## config.mk

```make
export PLATFORM = sky130hd
export DESIGN_NAME = vlevel_sched
export DESIGN_NICKNAME = d
export VERILOG_FILES = /design/src/rtl/vls_pkg.sv /design/src/rtl/vls_classify.sv /design/src/rtl/vls_eng_track.sv /design/src/rtl/vls_ctrl.sv /design/src/rtl/vlevel_sched.sv
export SDC_FILE = /design/constraint.sdc
export NUM_CORES = 1
export LEC_CHECK = 0
export BUFFER_PORTS_ARGS = -buffer_cell sky130_fd_sc_hd__buf_4
export CORE_UTILIZATION = 53
export CTS_CLUSTER_DIAMETER = 200
export DETAILED_ROUTE_END_ITERATION = 6
export PLACE_DENSITY_LB_ADDON = 0.2
export SETUP_SLACK_MARGIN = 0.05
export SLEW_MARGIN = 20
export SYNTH_ARGS = -nofsm -noshare
export SYNTH_HDL_FRONTEND = slang
export SYNTH_SLANG_ARGS = --single-unit
```

## constraint.sdc

```tcl
create_clock -name clk -period 6.1 [get_ports clk]
set_input_delay 1.525 -clock clk [delete_from_list [all_inputs] [get_ports clk]]
set_output_delay 1.525 -clock clk [all_outputs]
set_load 0.03 [all_outputs]
```

## src/rtl/vls_pkg.sv

```systemverilog
package vls_pkg;

  typedef enum logic [1:0] {
    CLS_LO  = 2'd0,
    CLS_AMB = 2'd1,
    CLS_HI  = 2'd2,
    CLS_DEF = 2'd3
  } vls_cls_e;

  typedef enum logic [1:0] {
    ST_RUN  = 2'd0,
    ST_ARB  = 2'd1
  } vls_st_e;

endpackage

```

## src/rtl/vls_classify.sv

```systemverilog
module vls_classify
  import vls_pkg::*;
#(
  parameter int TW = 16
) (
  input  logic [TW-1:0] c_lo,
  input  logic [TW-1:0] c_hi,
  input  logic [TW-1:0] ovh,
  input  logic [TW-1:0] slk_lo,
  input  logic [TW-1:0] slk_hi,
  output vls_cls_e      cls
);
  localparam int SW = TW + 1;

  logic [SW-1:0] need_lo;
  logic [SW-1:0] need_hi;
  logic          fit_lo_lo;
  logic          fit_lo_hi;
  logic          fit_hi_hi;

  always_comb begin
    need_lo   = {1'b0, c_lo} + {1'b0, ovh};
    need_hi   = {1'b0, c_hi} + {1'b0, ovh};
    fit_lo_lo = need_lo <= {1'b0, slk_lo};
    fit_lo_hi = need_lo <= {1'b0, slk_hi};
    fit_hi_hi = need_hi <= {1'b0, slk_hi};
    if (fit_lo_lo)      cls = CLS_LO;
    else if (fit_lo_hi) cls = CLS_AMB;
    else if (fit_hi_hi) cls = CLS_HI;
    else                cls = CLS_DEF;
  end

endmodule

```

## src/rtl/vls_eng_track.sv

```systemverilog
module vls_eng_track #(
  parameter int NENG = 4,
  parameter int EW   = 2
) (
  input  logic            clk,
  input  logic            rst,
  input  logic            res_fire,
  input  logic            res_defer,
  input  logic            res_last,
  output logic [EW-1:0]   eng,
  output logic            fail,
  output logic            done,
  output logic [NENG-1:0] gate_mask
);
  localparam logic [EW-1:0] ENG_TOP = EW'(NENG - 1);

  logic            pass_def;
  logic            any_def;
  logic [NENG-1:0] above;

  assign any_def = pass_def | res_defer;

  for (genvar i = 0; i < NENG; i++) begin : g_above
    assign above[i] = (EW'(i) > eng) && (i < NENG);
  end

  always_ff @(posedge clk) begin
    if (rst) begin
      eng       <= '0;
      fail      <= 1'b0;
      done      <= 1'b0;
      gate_mask <= '0;
      pass_def  <= 1'b0;
    end else if (res_fire) begin
      if (res_last) begin
        pass_def <= 1'b0;
        if (any_def) begin
          if (eng == ENG_TOP) fail <= 1'b1;
          else                eng  <= eng + 1'b1;
        end else begin
          done      <= 1'b1;
          gate_mask <= above;
        end
      end else if (res_defer) begin
        pass_def <= 1'b1;
      end
    end
  end

endmodule

```

## src/rtl/vls_ctrl.sv

```systemverilog
module vls_ctrl
  import vls_pkg::*;
#(
  parameter int EW = 2
) (
  input  logic          clk,
  input  logic          rst,
  input  logic          halt,
  input  logic          in_valid,
  input  logic          in_last,
  input  vls_cls_e      cls,
  input  logic [EW-1:0] eng,
  output logic          in_ready,
  output logic          dec_valid,
  input  logic          dec_ready,
  input  logic          dec_hi,
  output logic          res_fire,
  output logic          res_defer,
  output logic          res_last,
  output logic          out_valid,
  output logic          out_hi,
  output logic          out_defer,
  output logic [EW-1:0] out_eng
);
  vls_st_e st;
  logic    hold_last;
  logic    acc;
  logic    dec_fire;
  logic    res_hi;

  assign in_ready = (st == ST_RUN) && !halt;
  assign acc      = in_valid && in_ready;
  assign dec_fire = dec_valid && dec_ready;

  always_comb begin
    res_fire  = 1'b0;
    res_defer = 1'b0;
    res_hi    = 1'b0;
    res_last  = 1'b0;
    if (dec_fire) begin
      res_fire = 1'b1;
      res_hi   = dec_hi;
      res_last = hold_last;
    end else if (acc && cls != CLS_AMB) begin
      res_fire  = 1'b1;
      res_hi    = (cls == CLS_HI);
      res_defer = (cls == CLS_DEF);
      res_last  = in_last;
    end
  end

  always_ff @(posedge clk) begin
    if (rst) begin
      st        <= ST_RUN;
      hold_last <= 1'b0;
      dec_valid <= 1'b0;
      out_valid <= 1'b0;
      out_hi    <= 1'b0;
      out_defer <= 1'b0;
      out_eng   <= '0;
    end else begin
      out_valid <= res_fire;
      out_hi    <= res_fire && res_hi;
      out_defer <= res_fire && res_defer;
      if (res_fire) out_eng <= eng;
      if (acc && cls == CLS_AMB) begin
        st        <= ST_ARB;
        hold_last <= in_last;
        dec_valid <= 1'b1;
      end else if (dec_fire) begin
        st        <= ST_RUN;
        dec_valid <= 1'b0;
      end
    end
  end

endmodule

```

## src/rtl/vlevel_sched.sv

```systemverilog
module vlevel_sched
  import vls_pkg::*;
#(
  parameter int TW   = 16,
  parameter int NENG = 4,
  parameter int EW   = (NENG > 1) ? $clog2(NENG) : 1
) (
  input  logic            clk,
  input  logic            rst,
  input  logic            in_valid,
  output logic            in_ready,
  input  logic            in_last,
  input  logic [TW-1:0]   in_c_lo,
  input  logic [TW-1:0]   in_c_hi,
  input  logic [TW-1:0]   in_ovh,
  input  logic [TW-1:0]   in_slk_lo,
  input  logic [TW-1:0]   in_slk_hi,
  output logic            dec_valid,
  input  logic            dec_ready,
  input  logic            dec_hi,
  output logic            out_valid,
  output logic            out_hi,
  output logic            out_defer,
  output logic [EW-1:0]   out_eng,
  output logic [EW-1:0]   eng_idx,
  output logic            fail,
  output logic            done,
  output logic [NENG-1:0] gate_mask
);
  vls_cls_e cls;
  logic     res_fire;
  logic     res_defer;
  logic     res_last;
  logic     halt;

  assign halt = fail | done;

  vls_classify #(.TW(TW)) u_cls (
    .c_lo(in_c_lo), .c_hi(in_c_hi), .ovh(in_ovh),
    .slk_lo(in_slk_lo), .slk_hi(in_slk_hi), .cls(cls)
  );

  vls_ctrl #(.EW(EW)) u_ctrl (
    .clk(clk), .rst(rst), .halt(halt),
    .in_valid(in_valid), .in_last(in_last), .cls(cls), .eng(eng_idx),
    .in_ready(in_ready), .dec_valid(dec_valid), .dec_ready(dec_ready),
    .dec_hi(dec_hi), .res_fire(res_fire), .res_defer(res_defer),
    .res_last(res_last), .out_valid(out_valid), .out_hi(out_hi),
    .out_defer(out_defer), .out_eng(out_eng)
  );

  vls_eng_track #(.NENG(NENG), .EW(EW)) u_trk (
    .clk(clk), .rst(rst), .res_fire(res_fire), .res_defer(res_defer),
    .res_last(res_last), .eng(eng_idx), .fail(fail), .done(done),
    .gate_mask(gate_mask)
  );

endmodule

```

### Word-level counts from Yosys, hierarchy flattened

Index checks and enable logic that the tools add are counted.

* bits in registers: 17
* bits of input ports: 86
* output and inout bits: 15
* word-level logic and storage cells: 63

* $add $sub $neg: 3
* order comparisons: 7
* eq/ne operators: 5
* mux-type cells: 17
* bitwise operators: 4
* reductions and logical operators: 15

Operators by type and width (number)
* 17-bit by 16-bit less-or-equal comparator with 1-bit output: 3
* 16-bit by 16-bit adder with 17-bit output: 2
* 1-bit two-way mux: 15
* 4-bit AND reduction: 2
* 1-bit logical AND: 7
* 2-bit equality test (second input constant): 3
* 1-bit by 2-bit greater-than comparator with 1-bit output (first input constant): 2
* 2-bit greater-than comparator (first input constant): 2
* 2-bit two-way mux: 2
* 2-bit nonzero test: 2
* 3-bit AND reduction: 1
* 2-bit by 1-bit adder with 2-bit output (second input constant): 1
* 2-bit by 1-bit equality test with 1-bit output (second input constant): 1
* 2-bit logical NOT: 1
* 2-bit by 1-bit inequality test with 1-bit output (second input constant): 1
* 1-bit inverter: 2
* 1-bit OR: 2
* 2-bit AND reduction: 1
* 1-bit logical NOT: 1

### Depth between registers and ports, before layout

Gate-level depths: netlist of run 1.

* depth in word-level cells: 12
* depth in mapped cells: 20

### Modules after synthesis

Synthesis of run 1 repeated with hierarchy kept, for this count alone.

* cells, all modules: 418
* area total of the unflattened synthesis: 3364.5 um^2

By module, submodules not included
* vls_classify: times used 1, cells each 332, area each 2582.5 um^2, sequential area each 0.0 um^2
* vls_ctrl: times used 1, cells each 45, area each 389.1 um^2, sequential area each 140.1 um^2
* vls_eng_track: times used 1, cells each 40, area each 386.6 um^2, sequential area each 160.2 um^2
* vlevel_sched: times used 1, cells each 1, area each 6.3 um^2, sequential area each 0.0 um^2

### Least setup slack after synthesis of run 1

OpenSTA, ideal clock, no wires.

* path type: input port to flip-flop
* from: input in_c_lo[1]
* to: register u_trk.eng[0]
* arrival: 5.633 ns
* data required time: 5.979 ns
* path slack: 0.346 ns
* stages on the path: 18
* path buffers: 0
* cells stage by stage: ha_1 -> a21o_1 -> a21oi_1 -> o21a_1 -> o21ai_0 -> o41ai_1 -> o21bai_1 -> a21oi_1 -> xnor2_1 -> ha_1 -> nand4_1 -> or4_4 -> a31o_1 -> a31oi_2 -> a211oi_2 -> o31a_4 -> or3_4 -> mux2_4

* word-level cells in the longest chain between the ends: 10

RTL lines
* from (decl): line vlevel_sched.sv:13 `input logic [TW-1:0] in_c_lo,`
* 16-bit by 16-bit adder with 17-bit output *: line vls_classify.sv:22 `need_lo = {1'b0, c_lo} + {1'b0, ovh};`
* 17-bit by 16-bit less-or-equal comparator with 1-bit output: line vls_classify.sv:25 `fit_lo_hi = need_lo <= {1'b0, slk_hi};`
* 2-bit two-way mux: line vls_classify.sv:28 `else if (fit_lo_hi) cls = CLS_AMB;`
* 2-bit two-way mux *: line vls_classify.sv:27 `if (fit_lo_lo) cls = CLS_LO;`
* 2-bit by 1-bit inequality test with 1-bit output: line vls_ctrl.sv:44 `end else if (acc && cls != CLS_AMB) begin`
* 1-bit logical AND: line vls_ctrl.sv:44
* 1-bit two-way mux: line vls_ctrl.sv:44
* 1-bit two-way mux: line vls_ctrl.sv:40 `if (dec_fire) begin`
* 1-bit OR: line vls_eng_track.sv:21 `assign any_def = pass_def | res_defer;`
* 4-bit AND reduction (no line) *
* to (signal assigned): line vls_eng_track.sv:39 `else eng <= eng + 1'b1;`
* to (decl): line vls_eng_track.sv:10 `output logic [EW-1:0] eng,`

Mark *: on every way between the ends. The rest lies on a longest branch, timed or not.
A chain may end at the register's enable or synchronous reset.

### Final worst setup path of run 1

Same ends and word-level chain as after synthesis.

==> results.py, run 1 <==
metrics = {
    "floorplanning": {
        "start_util_pct": 55.2,
        "pin_count": 101,
        "core_sq_um": 5920,
        "row_count": 28,
        "die_height_um": 80.5,
        "die_area_sq_um": 6480,
        "dieWidth_um": 80.5,
    },
    "synth": {
        "synthTopCellsByCount": "ha_1 (83), inv_1 (53), a21oi_1 (42)",
        "synth-main-ff-cell": "dfxtp_1",
        "synth_area_per_cell_sq_um": 7.76,
        "ys_types": 59,
        "synth-seq-area-share_pct": 9.19,
        "syn-num-nets": 592,
        "synth_area_sq_um": 3270,
        "ys_ff_latch": 15,
        "synth_top_cell_area_share_pct": 31.8,
        "syn_inst": 421,
        "synth-edff-count": 0,
        "synthArstFlopShare_pct": 0,
        "synthMostInstantiatedCell": "ha_1",
        "yosysTopAreaCell": "ha_1",
        "yosys_warnings": 0,
        "synthTopCellsByArea": "ha_1 (32%), dfxtp_1 (9.2%), a21oi_1 (6.4%)",
    },
    "detailed_routing": {
        "routedWlPerCell_um": 14.3,
        "firstDrtPassIters": 4,
        "ant_nets": 0,
        "vias": 3425,
        "drt_iter0_markers": 155,
        "wirelength_mm": 8.57,
        "drc": 0,
        "avgViaCountPerCell": 5.71,
    },
    "setup_path": {
        "r2r-start": "u_trk.fail",
        "end_kind": "flop",
        "critPathMaxFanout": 6,
        "ff2ff_path_depth": 5,
        "cp-start-kind": "primary input",
        "required_ps": 6250,
        "crit_start": "in_c_lo[1]",
        "reg2reg_setup_slack_ps": 4020,
        "r2r_end": "u_trk.eng[0]",
        "crit_end": "u_trk.eng[0]",
        "arrival_ps": 5940,
        "path_class": "in -> reg",
    },
    "timing": {
        "min_period_ps": 5790,
        "rsz0062_at_grt": "false",
        "finalSetupViolCount": 0,
        "finalSetupTns_ps": 0,
        "fmax_ghz": 0.173,
        "finalClockSkew_ps": 7.73,
        "hold_ws_ps": 477,
        "min_period_over_period_pct": 94.9,
        "worstMarginPinSlew_ps": 542,
        "timing.final.max_slew_violations": 0,
        "relSlewSlack_pct": 63.6,
        "finalHoldViolCount": 0,
    },
    "place": {
        "dp_hpwl_mm": 7.51,
        "place_congestion": 0.916,
        "dpl.cell_count": 596,
        "place_area_sq_um": 4110,
        "portBuffers": 99,
    },
    "layout": {
        "syn_to_final_growth_pct": 27.4,
        "fin_cells": 600,
        "seq_area_sq_um": 300,
        "stdcell_area_sq_um": 4160,
        "fin_util_pct": 70.3,
        "multi_input_area_sq_um": 2750,
        "final_nets": 697,
        "nFillCells": 526,
        "drive_gt1_share_pct": 23.0,
        "antenna_cells": 0,
    },
    "clock_network": {
        "post_cts_resized": 0,
        "cts_made_buffers": 3,
        "insertion_delay_ps": 250,
        "cts_hold_buffers": 0,
        "path_clk_slew_ps": 70,
        "cts_root_buf": "clkbuf_8",
        "postCtsSetupRepairBufs": 0,
        "cts.sink_count": 15,
        "h-tree-depth": 1,
        "clockBufferDepth": 2,
        "cts_tree": "built",
    },
    "global_routing": {
        "grt_pass1_vias": 3238,
        "grt_pass1_wl_mm": 13.6,
        "grt_start_max_net_pins": 18,
        "track_usage_pct": 26.4,
        "antenna_found_initial": 0,
        "grt_overflow": 0,
    },
    "pwr": {
        "ir_drop_mv": 0.200,
        "powerDensity_nw_per_um2": 159,
        "p_leak_uw": 0.00217,
    },
    "job": {
        "cap_violations": 0,
    },
    "run_status": {
        "status": "finished, final reports clean",
    },
    "worst_hold_path": {
        "hold_class": "reg -> reg",
    },
}
[power breakdown]
group / switching, uW / total [uW] / internal (uW)
clock: 37.3 / 83.3 / 46.0
combinational: 251 / 466 / 215
sequential: 5.08 / 112 / 106
total: 293 / 661 / 368
[state kept, by name, indices dropped and copies added, names as in the netlist]
register	cells
u_trk.gate_mask	3
u_ctrl.out_eng	2
u_trk.eng	2
u_ctrl.dec_valid	1
u_ctrl.hold_last	1
u_ctrl.out_defer	1
u_ctrl.out_hi	1
u_ctrl.out_valid	1
u_trk.done	1
u_trk.fail	1
u_trk.pass_def	1
[cell usage in the layout (no fill, tap or decap), drive strengths merged, types with 6 or more instances in the layout]
cell    count
buf       103
ha         83
inv        53
a21oi      42
nor2       29
o21ai      23
xnor2      19
nand2      15
dfxtp      15
nand3      13
o21a       12
nand4      11
a21o       11
nand2b      8
a211oi      8
nor3        6
[critical path: stages]
cell and delay (ps):
buf_4 120, ha_1 300, a21o_1 160, a21oi_1 190, o21a_1 160, o21ai_0 130, o41ai_1 290, buf_4 190
o21bai_1 60, a21oi_1 170, xnor2_1 120, ha_1 320, nand4_1 110, or4_4 530, a31o_1 220, a31oi_2 210
a211oi_2 110, o31a_4 320, or3_4 390, mux2_4 300
[metrics by stage]
step	worst slack (ps)	power, uW
final	313	661
after global routing	86.1	723
after CTS	343	658
after detailed placement	94.3	573
after global placement	208	558
after floorplan	346	433
[layout make-up]
cell class / instances / share of cell area [%]
multi-input cells: 350 / 66.0
repair buffers: 103 / 18.6
flip-flops and latches: 15 / 7.21
inverters: 53 / 4.78
well taps: 75 / 2.25
clock buffers: 3 / 0.992
clock inverters: 1 / 0.180
[worst min-delay path by stage]
stage,startpoint,to,slack [ps],cells after the start
finish,u_trk.gate_mask[2],u_trk.gate_mask[2],480,2
global route,u_ctrl.out_eng[0],u_ctrl.out_eng[0],520,2
CTS,u_trk.gate_mask[1],u_trk.gate_mask[1],480,2
detailed placement,u_trk.gate_mask[1],u_trk.gate_mask[1],470,2
global placement,u_ctrl.hold_last,u_ctrl.hold_last,470,2
floorplan,u_ctrl.hold_last,u_ctrl.hold_last,460,2
[per-layer routing]
| metal | track usage, % | wire (um) | up-vias |
|---|---|---|---|
| met3 | 3.18 | 532 | 8 |
| met5 | 0 | 0 | - |
| met2 | 49.6 | 4180 | 124 |
| li1 | - | - | 1754 |
| met1 | 32.2 | 3780 | 1539 |
| met4 | 4.11 | 80 | 0 |
[logic make-up after synthesis]
family                   synth area share [%]
buffers and inverters                    6.74
multiplexers                             1.07
AO/OA/AOI/OAI                            26.0
adder cells (fa/ha/maj)                  33.0
flip-flops                               9.19
other                                   0.115
XOR/XNOR                                 6.43
AND/OR/NAND/NOR                          17.4
Power figures use the tool's default switching activity.
==> run 2, diff against run 1 <==
Settings changed: CELL_PAD_IN_SITES_DETAIL_PLACEMENT set to 1, CELL_PAD_IN_SITES_GLOBAL_PLACEMENT set to 2, CORE_UTILIZATION 53 to 29.
==> run 2 against run 1 <==
Power grew 3.0%; combinational power grew 3%; first-iteration DRC count shrank 39%; sequential power is essentially flat; clock-buffer cell count is the same; die area grew 80%; clock power grew 3.8%; worst setup slack gained 55 ps; highest routed layer unchanged; largest cell class unchanged.
==> results.py, run 2 (synthesis gave the netlist of run 1 again) <==
metrics = {
    "global_routing": {
        "antenna_found_initial": 0,
        "grt_start_max_net_pins": 18,
        "grt_pass1_wl_mm": 16.6,
        "track_usage_pct": 17.8,
        "grt_overflow": 0,
        "grt_pass1_vias": 3589,
    },
    "setup_path": {
        "path_class": "in -> reg",
        "cp-start-kind": "primary input",
        "cp_common_cell": "ha_1",
        "end_kind": "flop",
        "cp.buffers_inverters": 2,
        "cpPeakStageDelay_ps": 400,
        "arrival_ps": 5890,
        "required_ps": 6250,
        "slowest_stage": "fa_1",
        "critPathMaxFanout": 6,
        "crit_chain": "buf_4 > ha_1 > inv_1 > fa_1 > nor2b_1 > o31a_1 > o22ai_1 > o21a_1 > o21ai_1 > a21oi_1 > o21ai_0 > xor2_1 > ha_1 > nand4_1 > nor3_1 > a211oi_1 > a22o_1 > o211a_1 > o31a_4 > or3_4 > mux2_4",
        "cp_top_family": "compound AO/OA/AOI/OAI gates",
    },
    "detailed_routing": {
        "firstDrtPassIters": 4,
        "drt_iter0_markers": 94,
        "ant_nets": 0,
        "routedWlPerCell_um": 15.3,
        "drc": 0,
        "vias": 3401,
        "wirelength_mm": 10.2,
        "avgViaCountPerCell": 5.08,
    },
    "layout": {
        "final_nets": 702,
        "drive_gt1_share_pct": 24.0,
        "antenna_cells": 0,
        "largest_reg_flops": 3,
        "top_regs": "u_trk.gate_mask x3, u_ctrl.out_eng x2, u_trk.eng x2",
        "final_cell_mix": "buf_4 (108), ha_1 (83), inv_1 (53), a21oi_1 (42), nor2_1 (29)",
        "stdcell_area_sq_um": 4290,
        "top_register": "u_trk.gate_mask",
        "syn_to_final_growth_pct": 31.2,
        "final_common_cell": "buf_4",
    },
    "clock_network": {
        "clockBufferDepth": 2,
        "cts_root_buf": "clkbuf_8",
        "cts.sink_count": 15,
        "postCtsSetupRepairBufs": 0,
        "h-tree-depth": 1,
        "post_cts_resized": 0,
        "insertion_delay_ps": 260,
        "path_clk_slew_ps": 80,
        "cts_made_buffers": 3,
        "cts_hold_buffers": 0,
        "cts_tree": "built",
    },
    "timing": {
        "finalClockSkew_ps": 12.6,
        "finalSetupViolCount": 0,
        "fin_ws_ps": 368,
        "relSlewSlack_pct": 65.4,
        "timing.final.max_slew_violations": 0,
        "rsz0062_at_grt": "false",
        "min_period_over_period_pct": 94.0,
        "worstMarginPinSlew_ps": 515,
        "finalHoldViolCount": 0,
        "finalSetupTns_ps": 0,
        "min_period_ps": 5730,
        "fmax_ghz": 0.174,
    },
    "pwr": {
        "power_frac_comb_pct": 70.8,
        "powerDensity_nw_per_um2": 159,
        "p_sw_share_pct": 45.1,
        "finalPower_uw": 681,
        "power.switching_uw": 307,
        "pwr-share-clk_pct": 12.7,
        "p_leak_uw": 0.00219,
        "ir_drop_mv": 0.0826,
        "intPower_uw": 373,
        "pwr-share-seq_pct": 16.4,
    },
    "floorplanning": {
        "pin_count": 101,
        "die_area_sq_um": 11700,
        "row_count": 38,
        "core_sq_um": 10900,
        "dieWidth_um": 108,
        "die_height_um": 108,
        "start_util_pct": 30.0,
    },
    "place": {
        "dp_hpwl_mm": 9.22,
        "portBuffers": 99,
        "place_congestion": 0.831,
        "place_area_sq_um": 4230,
        "dp_slack_ps": 30.6,
    },
    "run_status": {
        "status": "finished, final reports clean",
    },
    "job": {
        "cap_violations": 0,
    },
    "worst_hold_path": {
        "hold_class": "reg -> reg",
    },
}
==> run 2: changes by cell type in the layout (fill, tap and decap cells not counted), sizes merged <==
| cell | change |
|---|---|
| buf | +5 |
==> run 2: area by class of cell <==
| cell class | instances | area [sq um] |
|---|---|---|
| clock buffer | 3 | 41.3 |
| clock inverter | 1 | 7.51 |
| fill | 1379 | 6600 |
| inverter | 53 | 199 |
| multi-input combinational | 350 | 2750 |
| sequential | 15 | 300 |
| tap | 140 | 175 |
| timing repair buffer | 108 | 811 |
==> run 2: metal layers <==
layer | vias up | track usage, % | wire length [um]
met3 | 7 | 0.904 | 338
met1 | 1575 | 24.2 | 4990
met2 | 60 | 31.8 | 4840
met5 | - | 0 | 0
li1 | 1759 | - | -
met4 | 0 | 1.86 | 76
==> run 2: final timing paths <==
path	startpoint	end	slack [ps]	cells after the start
max	in_ovh[0]	u_trk.eng[0]	370	21
min reg2reg	u_trk.gate_mask[1]	u_trk.gate_mask[1]	490	2
min	u_trk.gate_mask[1]	u_trk.gate_mask[1]	490	2
max reg2reg	u_trk.fail	u_trk.eng[0]	3990	5
==> run 2: power by group through the flow <==
| stage | registers [uW] | logic, uW | clock network [uW] |
|---|---|---|---|
| 2_1_floorplan | 127 | 306 | 0 |
| 3_3_place_gp | 114 | 472 | 0 |
| 3_5_place_dp | 114 | 483 | 0 |
| 4_1_cts | 112 | 486 | 87.7 |
| 5_1_grt | 113 | 546 | 91.2 |
| 6_report | 112 | 482 | 86.5 |
==> run 2: per-stage QoR <==
step	util (%)	hold WS (ps)	instances
CTS	39.3	485	670
detailed placement	38.9	475	666
finish	39.4	485	670
global route	39.4	510	670
floorplan	-	455	421
global placement	38.9	471	666
==> run 2: worst min-delay path, stage by stage, from the launching register on <==
cell and delay, ps:
dfxtp_1 310, o21ai_0 70, a21oi_1 60
==> run 3, diff against run 2 <==
Settings changed: REMOVE_ABC_BUFFERS set to 1, TNS_END_PERCENT set to 50.
==> run 3 against run 2 <==
Combinational power barely moved; first-iteration DRC count is 39% lower; critical path depth is 1 lower; cell count shrank 0.15%; clock skew shrank 8.2 ps; worst setup slack improved by 18 ps; sequential power hardly changed; critical path type unchanged.
==> results.py, run 3 (synthesis gave the netlist of run 1 again) <==
metrics = {
    "layout": {
        "final_nets": 701,
        "fin_cells": 669,
        "drive_gt1_share_pct": 23.8,
        "antenna_cells": 0,
        "largest_reg_flops": 3,
        "nFillCells": 1365,
        "top_regs": "u_trk.gate_mask x3, u_ctrl.out_eng x2, u_trk.eng x2",
        "final_cell_mix": "buf_4 (107), ha_1 (83), inv_1 (53), a21oi_1 (42), nor2_1 (29)",
        "top_register": "u_trk.gate_mask",
        "syn_to_final_growth_pct": 31.0,
        "final_common_cell": "buf_4",
    },
    "floorplanning": {
        "die_height_um": 108,
        "row_count": 38,
        "start_util_pct": 30.0,
        "pin_count": 101,
        "core_sq_um": 10900,
        "dieWidth_um": 108,
        "die_area_sq_um": 11700,
    },
    "setup_path": {
        "ff2ff_path_depth": 5,
        "r2r-start": "u_trk.fail",
        "arrival_ps": 5850,
        "reg2reg_setup_slack_ps": 4040,
        "end_kind": "flop",
        "required_ps": 6240,
        "critPathMaxFanout": 3,
        "path_class": "in -> reg",
        "r2r_end": "u_trk.eng[0]",
        "cp-start-kind": "primary input",
    },
    "place": {
        "portBuffers": 99,
        "dp_hpwl_mm": 9.22,
        "dpl.cell_count": 665,
        "place_congestion": 0.819,
    },
    "detailed_routing": {
        "firstDrtPassIters": 4,
        "wirelength_mm": 10.2,
        "routedWlPerCell_um": 15.3,
        "drc": 0,
        "vias": 3418,
        "avgViaCountPerCell": 5.11,
        "ant_nets": 0,
        "drt_iter0_markers": 57,
    },
    "pwr": {
        "intPower_uw": 374,
        "finalPower_uw": 677,
        "power_frac_comb_pct": 71.2,
        "ir_drop_mv": 0.123,
        "pwr-share-seq_pct": 16.5,
        "pwr-share-clk_pct": 12.2,
        "powerDensity_nw_per_um2": 158,
        "p_sw_share_pct": 44.8,
        "p_leak_uw": 0.00219,
        "power.switching_uw": 303,
    },
    "timing": {
        "finalSetupViolCount": 0,
        "rsz0062_at_grt": "true",
        "min_period_ps": 5710,
        "finalClockSkew_ps": 4.37,
        "min_period_over_period_pct": 93.7,
        "fmax_ghz": 0.175,
        "hold_ws_ps": 479,
        "timing.final.max_slew_violations": 0,
        "finalSetupTns_ps": 0,
        "finalHoldViolCount": 0,
    },
    "global_routing": {
        "grt_start_max_net_pins": 18,
        "antenna_found_initial": 0,
        "grt_pass1_vias": 3585,
        "grt_pass1_wl_mm": 16.5,
        "grt_overflow": 0,
        "track_usage_pct": 17.6,
    },
    "clock_network": {
        "postCtsSetupRepairBufs": 0,
        "cts_made_buffers": 3,
        "clockBufferDepth": 2,
        "h-tree-depth": 1,
        "cts.sink_count": 15,
        "insertion_delay_ps": 250,
        "cts_tree": "built",
        "path_clk_slew_ps": 60,
        "cts_root_buf": "clkbuf_8",
    },
    "worst_hold_path": {
        "hold_class": "reg -> reg",
        "hold_start": "u_trk.gate_mask[2]",
        "hold_path_end": "u_trk.gate_mask[2]",
        "whs_path_depth": 2,
    },
    "job": {
        "cap_violations": 0,
    },
    "run_status": {
        "status": "finished, final reports clean",
    },
}
==> run 3: cell types whose count changed in the layout (fill, tap and decap cells not counted) <==
| cell | previous run | this run |
|---|---|---|
| buf_4 | 108 | 107 |
| clkbuf_1 | 0 | 1 |
| clkinvlp_4 | 1 | 0 |
| o31ai_1 | 3 | 2 |
| o31ai_2 | 0 | 1 |
==> run 3: metal layers <==
layer,GRT usage (%),routed length (um),up-vias
li1,-,-,1754
met1,23.0,4850,1599
met2,32.5,4980,61
met3,1.27,330,4
met4,1.08,42,0
met5,0,0,-
==> run 3: layout make-up <==
type / count / area, sq um / area share (%)
Tap cell: 140 / 175 / 4.09
Inverter: 53 / 199 / 4.65
Clock buffer: 4 / 45.0 / 1.05
Multi-Input combinational cell: 350 / 2760 / 64.4
Timing Repair Buffer: 107 / 803 / 18.8
Sequential cell: 15 / 300 / 7.01
==> run 3: stage by stage <==
step / worst slack (ps) / cell area, sq um / util [%]
2_1_floorplan: 346 / 3250 / -
4_1_cts: 298 / 4270 / 39.2
6_report: 386 / 4280 / 39.3
5_1_grt: 47.4 / 4280 / 39.3
3_5_place_dp: 46.1 / 4230 / 38.8
3_3_place_gp: 141 / 4230 / 38.8
==> run 3: repair_timing <==
item	in CTS	in global routing
hold buffers	0	0
setup endpoints to repair	0	4
resized for setup	0	3
==> run 3: how the worst max path moves through the flow <==
stage               cells past startpoint  slack [ps]        from            to
finish                                 20         390  in_c_lo[1]  u_trk.eng[0]
global route                           20          50  in_c_lo[1]  u_trk.eng[0]
CTS                                    20         300  in_c_lo[1]  u_trk.eng[0]
detailed placement                     20          50  in_c_lo[1]  u_trk.eng[0]
global placement                       20         140  in_c_lo[1]  u_trk.eng[0]
floorplan                              18         350  in_c_lo[1]  u_trk.eng[0]
==> run 3: critical path, stage by stage <==
cell and delay [ps]:
buf_4 110, ha_1 290, a21o_1 170, a21oi_1 220, o21a_1 150, o21ai_0 120
o41ai_1 270, buf_4 190, o21bai_1 60, a21oi_1 170, xnor2_1 110, ha_1 310
nand4_1 120, or4_4 540, a31o_1 210, a31oi_2 210, a211oi_2 110, o31a_4 290
or3_4 380, mux2_4 300
==> run 3: power by group through the flow <==
| stage | clock (uW) | combinational, uW | sequential [uW] |
|---|---|---|---|
| 4_1_cts | 85.4 | 486 | 112 |
| 6_report | 82.9 | 482 | 112 |
| 2_1_floorplan | 0 | 304 | 127 |
| 5_1_grt | 91.1 | 544 | 113 |
| 3_5_place_dp | 0 | 482 | 114 |
| 3_3_place_gp | 0 | 471 | 114 |
